==> src/rtl/ictl_pkg.sv <==
package ictl_pkg;
  localparam int ID_FIELD = 10;
  localparam logic [ID_FIELD-1:0] NO_ID = '1;

  localparam logic [11:0] OFS_CTRL  = 12'h000;
  localparam logic [11:0] OFS_SIG   = 12'h060;
  localparam logic [11:0] OFS_HP    = 12'h068;
  localparam logic [11:0] OFS_READY = 12'h06C;
  localparam logic [11:0] OFS_SETEN = 12'h0A0;
  localparam logic [11:0] OFS_CLREN = 12'h0A4;
  localparam logic [11:0] OFS_ACK   = 12'h0B4;

  typedef struct packed {
    logic ctrlWr;
    logic ctrlRd;
    logic sigWr;
    logic setEn;
    logic clrEn;
    logic ack;
    logic readyRd;
    logic hpRd;
  } strobes_t;
endpackage

==> src/rtl/ictl_ctrl.sv <==
module ictl_ctrl
  import ictl_pkg::*;
(
  input  logic        regWrEn,
  input  logic        regRdEn,
  input  logic [11:0] regAddr,
  output strobes_t    st
);
  always_comb begin
    st         = '0;
    st.ctrlWr  = regWrEn && (regAddr == OFS_CTRL);
    st.sigWr   = regWrEn && (regAddr == OFS_SIG);
    st.setEn   = regWrEn && (regAddr == OFS_SETEN);
    st.clrEn   = regWrEn && (regAddr == OFS_CLREN);
    st.ack     = regWrEn && (regAddr == OFS_ACK);
    st.ctrlRd  = regRdEn && (regAddr == OFS_CTRL);
    st.readyRd = regRdEn && (regAddr == OFS_READY);
    st.hpRd    = regRdEn && (regAddr == OFS_HP);
  end
endmodule

==> src/rtl/ictl_datapath.sv <==
module ictl_datapath
  import ictl_pkg::*;
#(
  parameter int NUM_IDS   = 64,
  parameter int NUM_CORES = 4
) (
  input  logic                   clk,
  input  logic                   rstN,
  input  strobes_t               st,
  input  logic [31:0]            wrData,
  input  logic [15:0]            privIrq,
  input  logic [NUM_IDS-33:0]    commonIrq,
  input  logic [15:0]            swSetIn,
  output logic [31:0]            rdData,
  output logic                   irqOut,
  output logic                   swReqValid,
  output logic [NUM_CORES-1:0]   swReqMask,
  output logic [3:0]             swReqId
);
  localparam int IDW = $clog2(NUM_IDS);

  logic               ctrlEnQ;
  logic [NUM_IDS-1:0] enQ, activeQ, pendVec, candVec;
  logic [15:0]        swPendQ, swPendNext;
  logic [ID_FIELD-1:0] bestId, wrId;
  logic [IDW-1:0]     bestIdx, wrIdx;
  logic               hasAny, hasCand, claim, wrIdOk;

  assign pendVec = {commonIrq, privIrq, swPendQ};
  assign candVec = pendVec & enQ & ~activeQ;

  always_comb begin
    bestId = NO_ID;
    hasAny = 1'b0;
    for (int i = NUM_IDS - 1; i >= 0; i--) begin
      if (candVec[i]) begin
        bestId = ID_FIELD'(i);
        hasAny = 1'b1;
      end
    end
  end

  assign bestIdx = bestId[IDW-1:0];
  assign hasCand = ctrlEnQ && hasAny;
  assign irqOut  = hasCand;
  assign claim   = st.readyRd && hasCand;
  assign wrId    = wrData[ID_FIELD-1:0];
  assign wrIdx   = wrId[IDW-1:0];
  assign wrIdOk  = wrId < ID_FIELD'(NUM_IDS);

  always_comb begin
    swPendNext = swPendQ;
    if (claim && bestId < ID_FIELD'(16)) swPendNext[bestIdx[3:0]] = 1'b0;
    swPendNext = swPendNext | swSetIn;
  end

  always_ff @(posedge clk) begin
    if (!rstN) begin
      ctrlEnQ    <= 1'b0;
      enQ        <= '0;
      activeQ    <= '0;
      swPendQ    <= '0;
      swReqValid <= 1'b0;
      swReqMask  <= '0;
      swReqId    <= '0;
    end else begin
      if (st.ctrlWr) ctrlEnQ <= wrData[0];
      if (st.setEn && wrIdOk) enQ[wrIdx] <= 1'b1;
      if (st.clrEn && wrIdOk) enQ[wrIdx] <= 1'b0;
      if (st.ack && wrIdOk) activeQ[wrIdx] <= 1'b0;
      if (claim) activeQ[bestIdx] <= 1'b1;
      swPendQ    <= swPendNext;
      swReqValid <= st.sigWr;
      if (st.sigWr) begin
        swReqMask <= wrData[8 +: NUM_CORES];
        swReqId   <= wrData[3:0];
      end
    end
  end

  always_comb begin
    rdData = '0;
    if (st.ctrlRd)  rdData = {31'b0, ctrlEnQ};
    if (st.hpRd)    rdData = {hasCand, 21'b0, hasCand ? bestId : NO_ID};
    if (st.readyRd) rdData = {22'b0, hasCand ? bestId : NO_ID};
  end

  p_claim_marks_active_r5: assert property (@(posedge clk) disable iff (!rstN)
    claim |=> activeQ[$past(bestIdx)]);
  p_claim_is_enabled_r4: assert property (@(posedge clk) disable iff (!rstN)
    claim |-> (enQ[bestIdx] && pendVec[bestIdx] && !activeQ[bestIdx]));
  p_empty_read_no_claim_r6: assert property (@(posedge clk) disable iff (!rstN)
    (st.readyRd && !hasCand && !st.ack) |=> $stable(activeQ));
  p_sw_cleared_on_claim_r9: assert property (@(posedge clk) disable iff (!rstN)
    (claim && bestId < ID_FIELD'(16) && !swSetIn[bestIdx[3:0]]) |=> !swPendQ[$past(bestIdx[3:0])]);
  p_sig_pulse_r8: assert property (@(posedge clk) disable iff (!rstN)
    st.sigWr |=> swReqValid);
  p_sig_single_r8: assert property (@(posedge clk) disable iff (!rstN)
    !st.sigWr |=> !swReqValid);
  p_irq_off_when_disabled_r3: assert property (@(posedge clk) disable iff (!rstN)
    (st.ctrlWr && !wrData[0]) |=> !irqOut);
endmodule

==> src/rtl/ictl_top.sv <==
module ictl_top
  import ictl_pkg::*;
#(
  parameter int NUM_IDS   = 64,
  parameter int NUM_CORES = 4
) (
  input  logic                 clk,
  input  logic                 rstN,
  input  logic                 regWrEn,
  input  logic                 regRdEn,
  input  logic [11:0]          regAddr,
  input  logic [31:0]          regWrData,
  output logic [31:0]          regRdData,
  input  logic [15:0]          privIrq,
  input  logic [NUM_IDS-33:0]  commonIrq,
  input  logic [15:0]          swSetIn,
  output logic                 irqOut,
  output logic                 swReqValid,
  output logic [NUM_CORES-1:0] swReqMask,
  output logic [3:0]           swReqId
);
  strobes_t st;

  ictl_ctrl u_ctrl (
    .regWrEn (regWrEn),
    .regRdEn (regRdEn),
    .regAddr (regAddr),
    .st      (st)
  );

  ictl_datapath #(.NUM_IDS(NUM_IDS), .NUM_CORES(NUM_CORES)) u_dp (
    .clk        (clk),
    .rstN       (rstN),
    .st         (st),
    .wrData     (regWrData),
    .privIrq    (privIrq),
    .commonIrq  (commonIrq),
    .swSetIn    (swSetIn),
    .rdData     (regRdData),
    .irqOut     (irqOut),
    .swReqValid (swReqValid),
    .swReqMask  (swReqMask),
    .swReqId    (swReqId)
  );
endmodule

==> config.mk <==
export PLATFORM = sky130hd
export DESIGN_NAME = ictl_top
export DESIGN_NICKNAME = d
export VERILOG_FILES = /design/src/rtl/ictl_pkg.sv /design/src/rtl/ictl_ctrl.sv /design/src/rtl/ictl_datapath.sv /design/src/rtl/ictl_top.sv
export SDC_FILE = /design/constraint.sdc
export NUM_CORES = 1
export LEC_CHECK = 0
export ABC_AREA = 1
export BUFFER_PORTS_ARGS = -buffer_cell sky130_fd_sc_hd__buf_2
export CORE_ASPECT_RATIO = 1.4
export CORE_UTILIZATION = 25
export DETAILED_ROUTE_END_ITERATION = 8
export HOLD_SLACK_MARGIN = 0.12
export PLACE_DENSITY = 0.51
export SLEW_MARGIN = 15
export SYNTH_ARGS = -nofsm -noshare
export SYNTH_HDL_FRONTEND = slang
export SYNTH_SLANG_ARGS = --single-unit
==> constraint.sdc <==
create_clock -name clk -period 11.9 [get_ports clk]
set_input_delay 1.19 -clock clk [delete_from_list [all_inputs] [get_ports clk]]
set_output_delay 1.19 -clock clk [all_outputs]
set_load 0.01 [all_outputs]
==> results.json <==
{
  "finalMaxSlewViolations": 0,
  "power_density_nw_per_um2": 118,
  "worstSetupPathType": "primary input to output port",
  "worst_path_most_repeated_cell": "sky130_fd_sc_hd__nand2_1",
  "routed_wl_mm": 29.1,
  "worst_min_delay_path_category": "register to register",
  "insertion_delay_ns": 0.45,
  "netlist_top_cells_count": "283 x sky130_fd_sc_hd__nor2_1, 196 x sky130_fd_sc_hd__inv_1, 193 x sky130_fd_sc_hd__nand2_1",
  "clock_sinks": 154,
  "timing.fmax_mhz": 152,
  "final_area_um2": 9850,
  "dpl-instance-area_um2": 9230,
  "routedWlPerCell_um": 15.8,
  "worst_setup_path_end_kind": "output port",
  "cts_tree": "yes",
  "clk_pin_slew_ns": 0.06,
  "worst_hold_path.num_cells": 2,
  "setup_ws_ns": 5.33,
  "gr-usage-all-layers": 0.179,
  "placeableCoreArea_um2": 32600,
  "yosys_register_bits": 154,
  "run_status": "complete, no violations",
  "count_of_antenna_diodes_in_the_layout": 0,
  "floorplan.die_area_um2": 34100,
  "yosysWarningCount": 0,
  "leakage_component_of_the_power_uw": 0.00404,
  "timing.critical_path.slowest_cell_delay_ns": 0.28,
  "placement.setup.worst_slack_ns": 5.24,
  "ctsHtreeMaxLevel": 4,
  "cts_setup_buffers": 0,
  "average_size_of_a_mapped_cell_um2": 6.37,
  "gp_routability_congestion": 0.800,
  "floorplan.die.height_um": 218,
  "count_of_nets_left_with_antenna_violations_after_detail_routing": 0,
  "layout_worst_path_cycle_share": 0.552,
  "synth_cell_type_count": 31,
  "crit_slowest_cell": "sky130_fd_sc_hd__nand2_4",
  "post-route-min-period_ns": 6.57,
  "register_to_register_setup_slack_ns": 7.06,
  "vdd_ir_drop_max_v": 0.0000691,
  "min_from": "u_dp.swPendQ[12]$_SDFF_PN0_",
  "synth-seq-area-share": 0.369,
  "fillCellCount": 3697,
  "avgViaCountPerCell": 4.58,
  "fin_tns_setup_ns": 0,
  "report.power.total_uw": 1170,
  "timing.hold.worst_endpoint": "u_dp.swPendQ[12]$_SDFF_PN0_",
  "io_buffer_count": 112,
  "worst_ep_required_time_ns": 10.71,
  "yosysTopAreaCellShare": 0.369,
  "placementRows": 78,
  "num_io_pins": 154,
  "pin_count_of_the_biggest_net_entering_global_routing": 86,
  "netlist_area_um2": 8340,
  "post_cts_resize_count": 0,
  "proportion_of_layout_cells_with_a_drive_suffix_above_1": 0.116,
  "wire_length_of_the_first_global_routing_pass_mm": 44.8,
  "finalHoldViolCount": 0,
  "cts_buffer_depth": 2,
  "start_util": 0.256,
  "synth_flop_cell": "sky130_fd_sc_hd__dfxtp_1",
  "die_width_um": 156,
  "async_flop_share": 0,
  "area_growth_pct": 18.1,
  "nNetsFinal": 1509,
  "grt_pass1_vias": 8019,
  "report.final.setup_viol": 0,
  "timing_worst_slew_pin_value_ns": 1.11,
  "post-dp-hpwl_mm": 20.0,
  "synthCells": 1309,
  "synth_edf_count": 0,
  "max-slew-margin-rel": 0.259,
  "yosysTopAreaCell": "sky130_fd_sc_hd__dfxtp_1",
  "synth.top_cells.by_area": "sky130_fd_sc_hd__dfxtp_1 37%, sky130_fd_sc_hd__nor2_1 13%, sky130_fd_sc_hd__inv_1 8.8%",
  "timing.critical_path.arrival_ns": 5.38,
  "fin_skew_ns": 0.0109,
  "r2r-end": "u_dp.activeQ[21]$_SDFF_PN0_",
  "worst-path-max-fanout": 21,
  "yosysMostFrequentCell": "sky130_fd_sc_hd__nor2_1",
  "drc_errors": 0,
  "antenna_found_initial": 2,
  "global_route.overflow_total": 0,
  "critPathLaunchType": "primary input",
  "drt_first_iter_violations": 621,
  "cap_viol_max_count": 0,
  "ff2ff_path_depth": 67,
  "ctsRootBufferMaster": "sky130_fd_sc_hd__clkbuf_16",
  "grt_setup_unrepaired": "no",
  "via_count": 8477,
  "numCtsBuffers": 17,
  "firstDrtPassIters": 5,
  "ctsHoldBuffers": 0
}
area by class of cell:
type	count	area [um2]	share of cell area
inverter	199	749	0.0761
clock inverter	11	170	0.0173
multi-input combinational	906	4230	0.430
clock buffer	21	450	0.0457
sequential	154	3080	0.313
tap	440	551	0.0559
timing repair buffer	119	613	0.0622
power breakdown:
| part | total, uW | internal, uW | switching [uW] |
|---|---|---|---|
| logic | 58.7 | 18.7 | 40.0 |
| clock network | 586 | 356 | 230 |
| registers | 521 | 519 | 1.89 |
worst max path at each step:
stage | end | start | depth (start not counted)
after floorplan | regRdData[0] | commonIrq[29] | 66
after CTS | regRdData[0] | commonIrq[30] | 67
after global routing | regRdData[0] | commonIrq[30] | 67
after detailed placement | regRdData[0] | commonIrq[30] | 67
after global placement | regRdData[0] | commonIrq[30] | 67
final | regRdData[0] | commonIrq[30] | 67
metal layers:
metal	wire [um]	track usage
met2	15200	0.328
met3	1390	0.0357
met4	1060	0.0846
met1	11500	0.194
met5	30	0
cells by family (layout without fill, tap and decap cells):
kind of cell | after synthesis | after routing | synth area share
simple gates | 591 | 591 | 0.293
flops | 154 | 154 | 0.369
other cells | 1 | 21 | 0.000449
compound gates | 294 | 294 | 0.203
buf+inv | 269 | 350 | 0.134
critical path: cells and delay by family:
kind | cells | cell delay (ns)
compound gates | 1 | 0.12
buf+inv | 2 | 0.25
simple gates | 64 | 3.85
cell usage in the layout, fill, tap and decap left out, drive strengths merged, types with 2 or more instances in the layout:
master	netlist	final
nor3	26	26
o211a	6	6
conb	1	21
buf	30	119
nand4	30	30
bufinv	0	4
nor4	5	5
inv	198	199
clkbuf	40	21
nand3	44	44
nor2	284	284
nand2	198	198
dfxtp	154	154
or2	2	2
clkinvlp	0	3
clkinv	1	4
o21a	71	71
a221oi	2	2
o21ai	77	77
a21oi	134	134
per-stage QoR:
| stage | utilization | std cells | hold WS (ns) |
|---|---|---|---|
| 6_report | 0.302 | 1850 | 0.461 |
| 5_1_grt | 0.302 | 1850 | 0.480 |
| 4_1_cts | 0.302 | 1850 | 0.467 |
| 3_5_place_dp | 0.283 | 1818 | 0.452 |
| 3_3_place_gp | 0.283 | 1818 | 0.446 |
| 2_1_floorplan | - | 1329 | 0.439 |
(Power assumes the default switching activity.)
